$ cat src/rtl/dfs_pkg.sv
package dfs_pkg;

    localparam int unsigned DFS_NCH  = 8;   // channel lanes
    localparam int unsigned DFS_SW   = 10;  // sample width
    localparam int unsigned DFS_NPAD = 2;   // zero slots at frame start
    localparam int unsigned DFS_LAT  = 12;  // frames of pipeline delay

    typedef enum logic {
        FMT_OFFSET = 1'b0,
        FMT_TWOS   = 1'b1
    } num_fmt_e;

    // MSB flip converts offset binary to two's complement
    function automatic logic msb_flip(num_fmt_e f);
        return (f == FMT_TWOS);
    endfunction

endpackage

$ cat src/rtl/dfs_slot_timer.sv
module dfs_slot_timer #(
    parameter  int unsigned FSLOTS = 12,
    localparam int unsigned SLW    = $clog2(FSLOTS)
) (
    input  logic           clk,
    input  logic           rst,
    input  logic           bclk_en_i,
    input  logic           fclk_en_i,
    output logic [SLW-1:0] slot_o,
    output logic           frame_end_o,
    output logic           bclk_o,
    output logic           fclk_o
);

    localparam logic [SLW-1:0] LAST_SLOT = SLW'(FSLOTS - 1);
    localparam logic [SLW-1:0] HALF_SLOT = SLW'(FSLOTS / 2);

    logic [SLW-1:0] cnt_q;

    always_ff @(posedge clk) begin
        if (rst) begin
            cnt_q <= '0;
        end else if (cnt_q == LAST_SLOT) begin
            cnt_q <= '0;
        end else begin
            cnt_q <= cnt_q + SLW'(1);
        end
    end

    assign slot_o      = cnt_q;
    assign frame_end_o = (cnt_q == LAST_SLOT);
    // bit clock high in even slots: one edge per slot
    assign bclk_o      = bclk_en_i & ~cnt_q[0];
    // frame clock high across the first half of the frame
    assign fclk_o      = fclk_en_i & (cnt_q < HALF_SLOT);

endmodule

$ cat src/rtl/dfs_delay_line.sv
module dfs_delay_line #(
    parameter int unsigned DW    = 80,
    parameter int unsigned DEPTH = 12
) (
    input  logic          clk,
    input  logic          rst,
    input  logic          adv_i,
    input  logic [DW-1:0] d_i,
    output logic [DW-1:0] q_o
);

    logic [DW-1:0] stg_q [DEPTH];

    for (genvar i = 0; i < DEPTH; i++) begin : g_stage
        if (i == 0) begin : g_head
            always_ff @(posedge clk) begin
                if (rst) begin
                    stg_q[i] <= '0;
                end else if (adv_i) begin
                    stg_q[i] <= d_i;
                end
            end
        end else begin : g_body
            always_ff @(posedge clk) begin
                if (rst) begin
                    stg_q[i] <= '0;
                end else if (adv_i) begin
                    stg_q[i] <= stg_q[i-1];
                end
            end
        end
    end

    assign q_o = stg_q[DEPTH-1];

endmodule

$ cat src/rtl/dfs_lane.sv
module dfs_lane
    import dfs_pkg::*;
#(
    parameter int unsigned SW   = 10,
    parameter int unsigned NPAD = 2,
    parameter int unsigned SLW  = 4
) (
    input  logic           clk,
    input  logic           rst,
    input  logic           load_i,
    input  num_fmt_e       fmt_i,
    input  logic [SW-1:0]  word_i,
    input  logic [SLW-1:0] slot_i,
    output logic           bit_o
);

    localparam int unsigned IW = $clog2(SW);

    logic [SW-1:0]  word_q;
    logic [SLW-1:0] slot_off;
    logic [IW-1:0]  idx;

    always_ff @(posedge clk) begin
        if (rst) begin
            word_q <= '0;
        end else if (load_i) begin
            word_q <= {word_i[SW-1] ^ msb_flip(fmt_i), word_i[SW-2:0]};
        end
    end

    assign slot_off = slot_i - SLW'(NPAD);
    assign idx      = IW'(slot_off);

    always_comb begin
        if (slot_i < SLW'(NPAD)) begin
            bit_o = 1'b0;
        end else begin
            bit_o = word_q[idx];
        end
    end

endmodule

$ cat src/rtl/ddr_frame_ser.sv
module ddr_frame_ser
    import dfs_pkg::*;
#(
    parameter int unsigned NCH  = DFS_NCH,
    parameter int unsigned SW   = DFS_SW,
    parameter int unsigned NPAD = DFS_NPAD,
    parameter int unsigned LAT  = DFS_LAT
) (
    input  logic              clk,
    input  logic              rst,
    input  logic [NCH*SW-1:0] smp_i,
    input  logic              fmt_i,
    input  logic              bclk_en_i,
    input  logic              fclk_en_i,
    output logic [NCH-1:0]    dout_o,
    output logic              bclk_o,
    output logic              fclk_o
);

    localparam int unsigned FSLOTS = NPAD + SW;
    localparam int unsigned SLW    = $clog2(FSLOTS);
    localparam int unsigned DW     = NCH * SW;

    logic [SLW-1:0] slot;
    logic           frame_end;
    logic [DW-1:0]  line_out;
    num_fmt_e       fmt_sel;

    assign fmt_sel = num_fmt_e'(fmt_i);

    dfs_slot_timer #(.FSLOTS(FSLOTS)) u_timer (
        .clk         (clk),
        .rst         (rst),
        .bclk_en_i   (bclk_en_i),
        .fclk_en_i   (fclk_en_i),
        .slot_o      (slot),
        .frame_end_o (frame_end),
        .bclk_o      (bclk_o),
        .fclk_o      (fclk_o)
    );

    dfs_delay_line #(.DW(DW), .DEPTH(LAT)) u_delay (
        .clk   (clk),
        .rst   (rst),
        .adv_i (frame_end),
        .d_i   (smp_i),
        .q_o   (line_out)
    );

    for (genvar c = 0; c < NCH; c++) begin : g_lane
        dfs_lane #(.SW(SW), .NPAD(NPAD), .SLW(SLW)) u_lane (
            .clk    (clk),
            .rst    (rst),
            .load_i (frame_end),
            .fmt_i  (fmt_sel),
            .word_i (line_out[c*SW +: SW]),
            .slot_i (slot),
            .bit_o  (dout_o[c])
        );
    end

endmodule

$ cat config.mk
export PLATFORM = sky130hd
export DESIGN_NAME = ddr_frame_ser
export DESIGN_NICKNAME = d
export VERILOG_FILES = /design/src/rtl/dfs_pkg.sv /design/src/rtl/dfs_slot_timer.sv /design/src/rtl/dfs_delay_line.sv /design/src/rtl/dfs_lane.sv /design/src/rtl/ddr_frame_ser.sv
export SDC_FILE = /design/constraint.sdc
export NUM_CORES = 1
export LEC_CHECK = 0
export BUFFER_PORTS_ARGS = -buffer_cell sky130_fd_sc_hd__buf_4
export CORE_MARGIN = 5
export CORE_UTILIZATION = 40
export CTS_BUF_LIST = sky130_fd_sc_hd__clkbuf_8
export DETAILED_ROUTE_END_ITERATION = 10
export PLACE_DENSITY_LB_ADDON = 0.08
export SETUP_SLACK_MARGIN = 0.5
export SLEW_MARGIN = 20
export SYNTH_ARGS = -nofsm -noshare
export SYNTH_HDL_FRONTEND = slang
export SYNTH_HIERARCHICAL = 1
export SYNTH_SLANG_ARGS = --single-unit
export TNS_END_PERCENT = 50
$ cat constraint.sdc
create_clock -name clk -period 101.7 [get_ports clk]
set_clock_uncertainty 0.05 [all_clocks]
set_input_delay 30.51 -clock clk [delete_from_list [all_inputs] [get_ports clk]]
set_output_delay 30.51 -clock clk [all_outputs]
set_load 0.02 [all_outputs]
== Word-level counts from Yosys, hierarchy flattened ==
Memories as Yosys holds them, arrays and structs flattened.
Cells that the tools add are included.

* Register bits: 84
* Bits in latches: 0
* Bits in writable memories: 960
* Bits in read-only memories: 0
* Bits of input ports: 85
* Output and inout bits: 10
* Logic and storage cells: 81
* Memories: 1

{| class="wikitable"
|+ Memories
! name !! depth !! bits a word !! rd ports !! clocked after memory_dff !! wr ports !! line !! source
|-
| u_delay.stg_q || 12 || 80 || 12 || 0 || 12 || dfs_delay_line.sv:12 || <nowiki>logic [DW-1:0] stg_q [DEPTH];</nowiki>
|}

* Add/sub/neg operators: 2
* Multiply operators: 0
* Div/mod/pow operators: 0
* Order comparisons: 3
* Eq/ne operators: 1
* Shift-type cells: 0
* Muxes and demuxes: 41
* Bitwise gates (word level): 23
* Reduce and logical (&&, ||, !) cells: 1

{| class="wikitable"
|+ Operator list
! cell !! number
|-
| $mux 80 || 12
|-
| $bmux 1 s4 || 8
|-
| $mux 1 || 21
|-
| $or 1x1->1 || 12
|-
| $xor 1x1->1 || 8
|-
| $lt 4x5->1 const B || 1
|-
| $add 4x1->4 const B || 1
|-
| $eq 4x4->1 const B || 1
|-
| $lt 4x2->1 const B || 1
|-
| $lt 4x3->1 const B || 1
|-
| $sub 4x2->4 const B || 1
|-
| $and 1x1->1 || 2
|-
| $reduce_or 2->1 || 1
|-
| $not 1->1 || 1
|}

== Longest topological paths before layout ==
Gate-level depths: netlist of run 1.

* Depth in word-level cells: 5
* Mapped depth: 7
* Gate-level depth less buffers: 6

== Cells and area by module ==
The synthesis of run 1 kept the hierarchy.

{| class="wikitable"
|+ By module, submodules not included
! module !! instances !! cells an instance !! area each (µm²)
|-
| dfs_delay_line || 1 || 2214 || 39137.5
|-
| dfs_lane || 8 || 48 || 493.0
|-
| dfs_slot_timer || 1 || 19 || 201.4
|}

== Least setup slack after synthesis of run 1 ==
OpenSTA, ideal clock, no wires.

* Kind: input-to-output
* Start: input port fclk_en_i
* End: output port fclk_o
* Arrival time: 31088 ps
* Required time: 71140 ps
* Slack: 40052 ps
* Cell stages on the path: 2
* Buffers on the path: 0
* Path through: inv_1 > a211oi_1

* Word-level cells in the longest chain between the ends: 1

{| class="wikitable"
|+ RTL lines
! what !! line !! source
|-
| start: declaration || ddr_frame_ser.sv:14 || <nowiki>input logic fclk_en_i,</nowiki>
|-
| $and 1x1->1 || dfs_slot_timer.sv:35 || <nowiki>assign fclk_o = fclk_en_i & (cnt_q < HALF_SLOT);</nowiki>
|-
| end: declaration || ddr_frame_ser.sv:17 || <nowiki>output logic fclk_o</nowiki>
|}

No other way between the ends.

== Worst setup path after layout of run 1 ==
Same ends and word-level chain as after synthesis.

==> qor.tcl, run 1 <==
set qor(timing.max_cap.violations) 0
set qor(cts.path.max_buffers) 3
set qor(crit_path_start_kind) {input pin}
set qor(synthesis.instances) 2617
set qor(globalRoute.totalOverflow) 0
set qor(vias_per_cell) 4.625
set qor(power.total_mw) 0.8379
set qor(h-tree-depth) 4
set qor(clkSlewWorstSetupHoldPaths_ps) 60
set qor(met3_usage_pct) 2.668
set qor(wire_length_of_the_first_global_routing_pass_mm) 103.7
set qor(ys_dominant_reg_cell) {sky130_fd_sc_hd__edfxtp_1}
set qor(seq_area_frac_synth_pct) 70.49
set qor(fp.coreArea_um2) 107200
set qor(synth_fp_nets) 2711
set qor(initial_utilization_pct) 40.37
set qor(rsz0062_at_grt) {false}
set qor(yosys.area_share.xor_xnor_pct) 0.1619
set qor(globalRouteTotalUtil_pct) 10.54
set qor(globalplace.congestion) 0.6646
set qor(rows) 120
set qor(cp_slowest_stage_delay_ps) 200
set qor(final_nets) 2696
set qor(setup-violations-final) 0
set qor(share_of_layout_cells_above_drive_strength_1_pct) 12.89
set qor(achievable-frequency_mhz) 16.24
set qor(post-route-period-util_pct) 60.54
set qor(synth_area_per_cell_um2) 16.54
set qor(crit_path_top_delay_cell) {sky130_fd_sc_hd__a211oi_1}
set qor(endpoint_kind) {output port}
set qor(grt_antenna_before_repair) 1
set qor(complex_gate_fraction_of_the_synthesized_area_pct) 0.8528
set qor(finalWorstPathRequiredPeriod_ps) 61560
set qor(die-area_um2) 114900
set qor(post_cts_resized) 0
set qor(slew-limit-headroom_pct) 29.15
set qor(globalRouteMet2Util_pct) 14.23
set qor(postCtsHoldBufs) 0
set qor(crit_path_max_fanout) 1
set qor(asyncSetResetFlopFracSynth_pct) 0
set qor(layout-area-overhead-vs-synth_pct) 9.115
set qor(floorplan.die.width_um) 339.0
set qor(hp-start) {u_delay/stg_q[5][104]$_SDFFCE_PN0P_}
set qor(busiest_layer) {met1}
set qor(place.detailed.hpwl_mm) 29.74
set qor(worstHoldPathCells) 2
set qor(dr.first_iter.drc_count) 996
set qor(yosys_register_bits) 1044
set qor(combinational_family_with_the_most_area_after_synthesis) {simple AND/OR/NAND/NOR gates}
set qor(ys.warnings.count) 6
set qor(clock_sink_count) 1044
set qor(run_status) {complete, no violations}
set qor(worst_pin_slew_ps) 1063
set qor(synthMuxAreaShare_pct) 3.030
set qor(pin_count) 95
set qor(power_leakage_nw) 21.03
set qor(worst_hold_path.endpoint) {g_lane[2].u_lane/word_q[4]$_SDFFE_PP0P_}
set qor(critical_path.cell_chain) {buf_4, inv_1, a211oi_1, buf_4}
set qor(drcViolationCount) 0
set qor(yosys_cell_types) 33
set qor(drv_slew) 0
set qor(tritoncts) {done}
set qor(first_pass_iteration_count_of_the_detailed_router) 4
set qor(number_of_synthesized_flops_with_an_enable_pin) 960
set qor(synthAdderAreaFrac_pct) 0.2602
set qor(cts-buffers-inserted) 171
set qor(ir_worst_vdd_uv) 11.71
set qor(worst_skew_pair_later_pin_latency_ps) 780
set qor(finalWirelength_mm) 60.66
set qor(route.antenna.remaining_nets) 0
set qor(worst_r2r_path_cells) 6
set qor(r2r_slack_ps) 96230
set qor(dieHeight_um) 339.0
set qor(post-cts-setup-buffers) 0
set qor(drt-wirelength-per-cell_um) 14.61
set qor(timing.rr.start) {u_timer/slot_o[0]$_SDFF_PP0_}
set qor(final.setup.tns_ps) 0
set qor(critPathMostFrequentCell) {sky130_fd_sc_hd__buf_4}
set qor(num_vias) 19200
set qor(min-delay-path-class) {register to register}
set qor(basic_gate_share_of_the_synthesized_area_counting_and_or_nand_and_nor_cells_pct) 20.45
set qor(port_buffers) 94
set qor(grt_pass1_vias) 19720
set qor(hold_violation_count_in_the_final_report) 0
set qor(r2r-end) {u_delay/stg_q[5][144]$_SDFFCE_PN0P_}
set qor(power_density_normalized_to_cell_area_nw_per_um2) 17.74
set qor(critical_path_required_ps) 71140
set qor(cts_root_buffer) {sky130_fd_sc_hd__clkbuf_8}
set qor(synthesis.area_um2) 43280
set qor(worst-setup-path-type) {input pin to output port}
set qor(pin_count_of_the_biggest_net_entering_global_routing) 280
set qor(use_met1_pct) 16.02
set qor(crit_arrival_ps) 31000
==> cell usage after synthesis, types with 2 or more instances <==
| master | instances | area (um2) |
|---|---|---|
| sky130_fd_sc_hd__o31ai_1 | 8 | 60.06 |
| sky130_fd_sc_hd__and3b_1 | 960 | 8408 |
| sky130_fd_sc_hd__dfxtp_1 | 84 | 1682 |
| sky130_fd_sc_hd__a211oi_1 | 9 | 67.56 |
| sky130_fd_sc_hd__o21ai_0 | 16 | 80.08 |
| sky130_fd_sc_hd__o211ai_2 | 8 | 100.1 |
| sky130_fd_sc_hd__xnor2_1 | 8 | 70.07 |
| sky130_fd_sc_hd__buf_2 | 101 | 505.5 |
| sky130_fd_sc_hd__nand2_1 | 8 | 30.03 |
| sky130_fd_sc_hd__ha_1 | 9 | 112.6 |
| sky130_fd_sc_hd__nor2_1 | 88 | 330.3 |
| sky130_fd_sc_hd__inv_1 | 25 | 93.84 |
| sky130_fd_sc_hd__mux4_1 | 16 | 420.4 |
| sky130_fd_sc_hd__edfxtp_1 | 960 | 28830 |
| sky130_fd_sc_hd__o21ai_1 | 8 | 40.04 |
| sky130_fd_sc_hd__buf_6 | 47 | 529.3 |
| sky130_fd_sc_hd__or2b_1 | 2 | 15.01 |
| sky130_fd_sc_hd__mux2_2 | 8 | 90.09 |
| sky130_fd_sc_hd__buf_4 | 87 | 653.1 |
| sky130_fd_sc_hd__mux2i_1 | 80 | 800.8 |
| sky130_fd_sc_hd__buf_1 | 8 | 30.03 |
| sky130_fd_sc_hd__clkbuf_1 | 66 | 247.7 |
==> cell usage in the layout, fill, tap and decap left out, types with 16 or more instances in the layout <==
master and instances:
sky130_fd_sc_hd__nor2_1 88, sky130_fd_sc_hd__buf_4 110, sky130_fd_sc_hd__mux4_1 16, sky130_fd_sc_hd__dfxtp_1 83
sky130_fd_sc_hd__o21ai_0 16, sky130_fd_sc_hd__edfxtp_1 960, sky130_fd_sc_hd__clkbuf_8 186, sky130_fd_sc_hd__and3b_1 960
sky130_fd_sc_hd__clkinv_1 39, sky130_fd_sc_hd__inv_1 91, sky130_fd_sc_hd__mux2i_1 80
==> state kept, by name, indices dropped and copies added (netlist names) <==
register              count
g_lane.u_lane/word_q     80
u_delay/stg_q           960
u_timer/slot_o            4
==> power by group <==
part           switching, mW  internal (mW)
clock network          0.157          0.171
registers            0.00395          0.481
logic                 0.0154        0.00937
==> routing by layer <==
metal	routed length, um	share of wire [%]
met3	2385	3.9
met2	24380	40
met1	32240	53
met4	1656	2.7
met5	0	0
==> logic make-up (layout without fill, tap and decap cells) <==
group | Yosys count | in the layout
compound gates | 51 | 51
xor+xnor | 8 | 8
fa+ha+maj | 9 | 9
buf+inv | 334 | 463
flops | 1044 | 1044
mux | 104 | 104
other cells | 0 | 2
simple gates | 1067 | 1067
==> through the flow <==
step / utilization, % / setup slack, ps / hold WS, ps / instance area [um2] / cells
global placement: 41.06 / 40080 / 412.4 / 44010 / 3831
global route: 44.05 / 40040 / 459.9 / 47230 / 4150
detailed placement: 41.06 / 40120 / 422.8 / 44010 / 3831
floorplan: - / 40050 / 401.4 / 43280 / 2617
finish: 44.05 / 40140 / 431.4 / 47230 / 4151
CTS: 44.00 / 40120 / 433.8 / 47170 / 4148
==> worst max-delay path, delay by kind of cell <==
family,cells,cell delay [ps]
buf+inv,3,290
compound gates,1,200
==> area by class of cell <==
cell class | instances | area (um2)
Antenna cell | 2 | 5.005
Clock buffer | 186 | 2560
Clock inverter | 131 | 596.8
Fill cell | 9621 | 59980
Inverter | 25 | 93.84
Multi-Input combinational cell | 1239 | 10720
Sequential cell | 1044 | 30510
Tap cell | 1403 | 1755
Timing Repair Buffer | 121 | 987.2
==> how the worst max path moves through the flow <==
stage | from | endpoint | slack, ps | cells after the start
global placement | fclk_en_i | fclk_o | 40080 | 4
CTS | fclk_en_i | fclk_o | 40120 | 4
detailed placement | fclk_en_i | fclk_o | 40120 | 4
floorplan | fclk_en_i | fclk_o | 40050 | 2
global route | fclk_en_i | fclk_o | 40040 | 4
finish | fclk_en_i | fclk_o | 40140 | 4
Power figures use the tool's default switching activity.
==> run 2: changes to the inputs <==
--- a/config.mk
+++ b/config.mk
@@ -5,6 +5,7 @@
 export SDC_FILE = /design/constraint.sdc
 export NUM_CORES = 1
 export LEC_CHECK = 0
+export ABC_AREA = 1
 export BUFFER_PORTS_ARGS = -buffer_cell sky130_fd_sc_hd__buf_4
 export CORE_MARGIN = 5
 export CORE_UTILIZATION = 40
==> constraint.sdc (replaced) <==
create_clock -name clk -period 49.7 [get_ports clk]
set_clock_uncertainty 0.05 [all_clocks]
set_input_delay 14.91 -clock clk [delete_from_list [all_inputs] [get_ports clk]]
set_output_delay 14.91 -clock clk [all_outputs]
set_load 0.02 [all_outputs]
==> qor.tcl, run 2 <==
set qor(grt_antenna_before_repair) 1 ;# unchanged
set qor(first_pass_iteration_count_of_the_detailed_router) 4 ;# unchanged
set qor(worst_r2r_path_cells) 8 ;# +2
set qor(seq_area_frac_synth_pct) 73.29 ;# +2.8 points
set qor(postLayoutCellArea_um2) 46100 ;# -2.4%
set qor(power_leakage_nw) 19.23 ;# -8.5%
set qor(share_of_layout_cells_above_drive_strength_1_pct) 9.498 ;# -3.4 points
set qor(worst_skew_pair_later_pin_latency_ps) 780 ;# about the same
set qor(busiest_layer) {met1}
set qor(timing.max_cap.violations) 0 ;# unchanged
set qor(cts.path.max_buffers) 3 ;# unchanged
set qor(wire_length_of_the_first_global_routing_pass_mm) 101.7 ;# -1.9%
set qor(critical_path_required_ps) 34740 ;# -36400 ps
set qor(yosys_cell_types) 27 ;# -18%
set qor(synth_fp_nets) 3782 ;# +40%
set qor(met3_usage_pct) 2.772 ;# +0.10 points
set qor(yosys_register_bits) 1044 ;# unchanged
set qor(finalWorstPathRequiredPeriod_ps) 30290
set qor(globalRouteMet2Util_pct) 15.32 ;# +1.1 points
set qor(worstHoldPathCells) 2 ;# unchanged
set qor(largest_register_ffs) 960 ;# unchanged
set qor(rsz0062_at_grt) {false}
set qor(asyncSetResetFlopFracSynth_pct) 0 ;# unchanged
set qor(synth_area_per_cell_um2) 11.29 ;# -32%
set qor(hold_violation_count_in_the_final_report) 0 ;# unchanged
set qor(final.setup.tns_ps) 0 ;# unchanged
set qor(ir_worst_vdd_uv) 19.73 ;# +69%
set qor(port_buffers) 94 ;# unchanged
set qor(worst_setup_path_endpoint) {fclk_o}
set qor(critical_path.cell_chain) {buf_4, nand2_1, a21oi_1, buf_4}
set qor(run_status) {complete, no violations}
set qor(power.total_mw) 1.712 ;# +100%
set qor(worst-setup-path-type) {input pin to output port}
set qor(registers.top_by_ff_count) {u_delay/stg_q}
set qor(tritoncts) {done}
set qor(dieHeight_um) 332.6 ;# -1.9%
set qor(critPathMostFrequentCell) {sky130_fd_sc_hd__buf_4}
set qor(synthMostInstantiatedCell) {sky130_fd_sc_hd__inv_1}
set qor(final_nets) 3864 ;# +43%
set qor(ys_dominant_reg_cell) {sky130_fd_sc_hd__edfxtp_1}
set qor(achievable-frequency_mhz) 33.01
set qor(globalplace.congestion) 0.6919 ;# +4.1%
set qor(number_of_synthesized_flops_with_an_enable_pin) 960 ;# unchanged
set qor(place.detailed.hpwl_mm) 27.50 ;# -7.5%
set qor(rows) 118 ;# -1.7%
set qor(drt-wirelength-per-cell_um) 11.04 ;# -24%
set qor(postCtsHoldBufs) 0 ;# unchanged
set qor(crit_cells) 4 ;# unchanged
set qor(cts-buffers-inserted) 172 ;# +0.58%
set qor(n_fill_cell) 9779 ;# +1.6%
set qor(dr.first_iter.drc_count) 1359 ;# +36%
set qor(min-delay-path-class) {register to register}
set qor(netlist.area_leader.share_pct) 69.25 ;# +2.7 points
set qor(post_cts_resized) 0 ;# unchanged
set qor(vias_per_cell) 3.853 ;# -17%
set qor(clock_sink_count) 1044 ;# unchanged
set qor(worst_pin_slew_ps) 1033 ;# -29.59 ps
set qor(most-common-layout-cells) {sky130_fd_sc_hd__inv_1 (1126), sky130_fd_sc_hd__nor2_1 (1035), sky130_fd_sc_hd__edfxtp_1 (960)}
set qor(post-cts-setup-buffers) 0 ;# unchanged
set qor(timing.rr.start) {u_timer/slot_o[0]$_SDFF_PP0_}
set qor(cp_slowest_stage_delay_ps) 160 ;# -40 ps
set qor(synth.largest_area_cell) {sky130_fd_sc_hd__edfxtp_1}
set qor(synthesis.area_um2) 41630 ;# -3.8%
set qor(power_density_normalized_to_cell_area_nw_per_um2) 37.15 ;# +110%
set qor(hold-worst-slack_ps) 410.8 ;# -20.60 ps
set qor(globalRouteTotalUtil_pct) 10.75 ;# +0.21 points
set qor(commonest_cells_post_synth) {sky130_fd_sc_hd__inv_1 (1055), sky130_fd_sc_hd__nor2_1 (1035), sky130_fd_sc_hd__edfxtp_1 (960), sky130_fd_sc_hd__nand2_1 (117), sky130_fd_sc_hd__buf_4 (97)}
set qor(count_of_non_filler_cells_in_the_finished_layout) 5287 ;# +27%
set qor(initial_utilization_pct) 40.22 ;# -0.15 points
set qor(die-area_um2) 110600 ;# -3.7%
set qor(num_vias) 20370 ;# +6.1%
set qor(layout-area-overhead-vs-synth_pct) 10.74
set qor(post_dp_cell_area_um2) 42950 ;# -2.4%
set qor(number_of_placed_cells_counting_well_taps) 4974 ;# +30%
set qor(floorplan.die.width_um) 332.6 ;# -1.9%
set qor(grt_pass1_vias) 20570 ;# +4.3%
set qor(setup-violations-final) 0 ;# unchanged
set qor(r2r-end) {u_delay/stg_q[0][144]$_SDFFCE_PN0P_}
set qor(drcViolationCount) 0 ;# unchanged
set qor(ys.warnings.count) 6 ;# unchanged
set qor(layout_commonest_cell) {sky130_fd_sc_hd__inv_1}
set qor(r2r_slack_ps) 44230 ;# -52000 ps
set qor(use_met1_pct) 15.63 ;# -0.39 points
set qor(pin_count_of_the_biggest_net_entering_global_routing) 216 ;# -23%
set qor(crit_start) {fclk_en_i}
set qor(crit_arrival_ps) 15330 ;# -15670 ps
set qor(crit_path_top_delay_cell) {sky130_fd_sc_hd__buf_4}
set qor(fp.coreArea_um2) 103500 ;# -3.5%
set qor(pin_count) 95 ;# unchanged
set qor(synthesis.instances) 3688 ;# +41%
set qor(finalWirelength_mm) 58.36 ;# -3.8%
set qor(endpoint_kind) {output port}
set qor(clkSlewWorstSetupHoldPaths_ps) 50 ;# about the same
set qor(ys_top_cells_by_area) {sky130_fd_sc_hd__edfxtp_1 (69%), sky130_fd_sc_hd__inv_1 (9.5%), sky130_fd_sc_hd__nor2_1 (9.3%)}
set qor(path_delay_family) {buffers and inverters}
set qor(crit_path_max_fanout) 1 ;# unchanged
set qor(route.antenna.remaining_nets) 0 ;# unchanged
set qor(post-route-period-util_pct) 60.95
set qor(globalRoute.totalOverflow) 0 ;# unchanged
set qor(slew-limit-headroom_pct) 31.12 ;# +2.0 points
set qor(crit_buf_inv) 2 ;# -1
set qor(h-tree-depth) 4 ;# unchanged
set qor(crit_path_start_kind) {input pin}
set qor(cts_root_buffer) {sky130_fd_sc_hd__clkbuf_8}
set qor(drv_slew) 0 ;# unchanged
-- run 2: cell types whose count changed after synthesis, sizes merged, moves of 33 or more --
cell / previous run / this run
a21oi: 1 / 34
mux2i: 80 / 0
and3b: 961 / 0
nand3: 0 / 42
nor2: 88 / 1044
nand2: 8 / 127
a211oi: 9 / 56
buf: 243 / 210
inv: 25 / 1072
clkbuf: 66 / 0
-- run 2: layer usage --
layer | up-vias | share of wire [%]
met5 | - | 0
met4 | 0 | 2.8
met3 | 130 | 4.2
met2 | 288 | 40
met1 | 8639 | 53
li1 | 11320 | -
-- run 2: logic make-up (layout without fill, tap and decap cells) --
logic type,after synthesis,after routing,share of synthesized area (%)
AO/OA/AOI/OAI,98,98,1.596
XOR/XNOR,16,16,0.3367
other,0,1,0
flip-flops,1044,1044,73.29
adder cells (fa/ha/maj),9,9,0.2705
AND/OR/NAND/NOR,1239,1239,11.57
buffers and inverters,1282,1500,12.93
-- run 2: final cells by class --
| cell class | count | area, um2 | share of cell area, % |
|---|---|---|---|
| antenna | 1 | 2.502 | 0.005428 |
| clock buffer | 182 | 2505 | 5.434 |
| clock inverter | 128 | 579.3 | 1.257 |
| inverter | 1072 | 4044 | 8.772 |
| multi-input combinational | 1362 | 5749 | 12.47 |
| sequential | 1044 | 30510 | 66.19 |
| tap | 1380 | 1727 | 3.746 |
| timing repair buffer | 118 | 979.7 | 2.125 |
-- run 2: worst min path at each step --
stage	from	slack [ps]	endpoint
after CTS	g_lane[3].u_lane/word_q[7]$_SDFFE_PP0P_	410	g_lane[3].u_lane/word_q[7]$_SDFFE_PP0P_
final	g_lane[1].u_lane/word_q[2]$_SDFFE_PP0P_	410	g_lane[1].u_lane/word_q[2]$_SDFFE_PP0P_
after global placement	g_lane[0].u_lane/word_q[2]$_SDFFE_PP0P_	400	g_lane[0].u_lane/word_q[2]$_SDFFE_PP0P_
after global routing	g_lane[3].u_lane/word_q[8]$_SDFFE_PP0P_	430	g_lane[3].u_lane/word_q[8]$_SDFFE_PP0P_
after floorplan	g_lane[0].u_lane/word_q[1]$_SDFFE_PP0P_	390	g_lane[0].u_lane/word_q[1]$_SDFFE_PP0P_
after detailed placement	g_lane[5].u_lane/word_q[7]$_SDFFE_PP0P_	400	g_lane[5].u_lane/word_q[7]$_SDFFE_PP0P_
-- run 2: stage by stage --
step | setup WS, ps | utilization (%)
4_1_cts | 19390 | 44.48
5_1_grt | 19310 | 44.54
2_1_floorplan | 19450 | -
3_3_place_gp | 19390 | 41.50
6_report | 19410 | 44.54
3_5_place_dp | 19390 | 41.50
-- run 2: where the power goes --
group	leakage, nW	switching [mW]	total, mW	internal, mW
sequential	10.6	0.00851	0.992	0.983
clock	1.83	0.329	0.672	0.343
combinational	6.81	0.0332	0.0486	0.0154
total	19.2	0.371	1.71	1.34
-- run 2: tightest hold or removal path, cell delays in order, from the launching register on --
cell and delay, ps:
sky130_fd_sc_hd__dfxtp_1 290, sky130_fd_sc_hd__inv_1 60, sky130_fd_sc_hd__a211oi_1 60
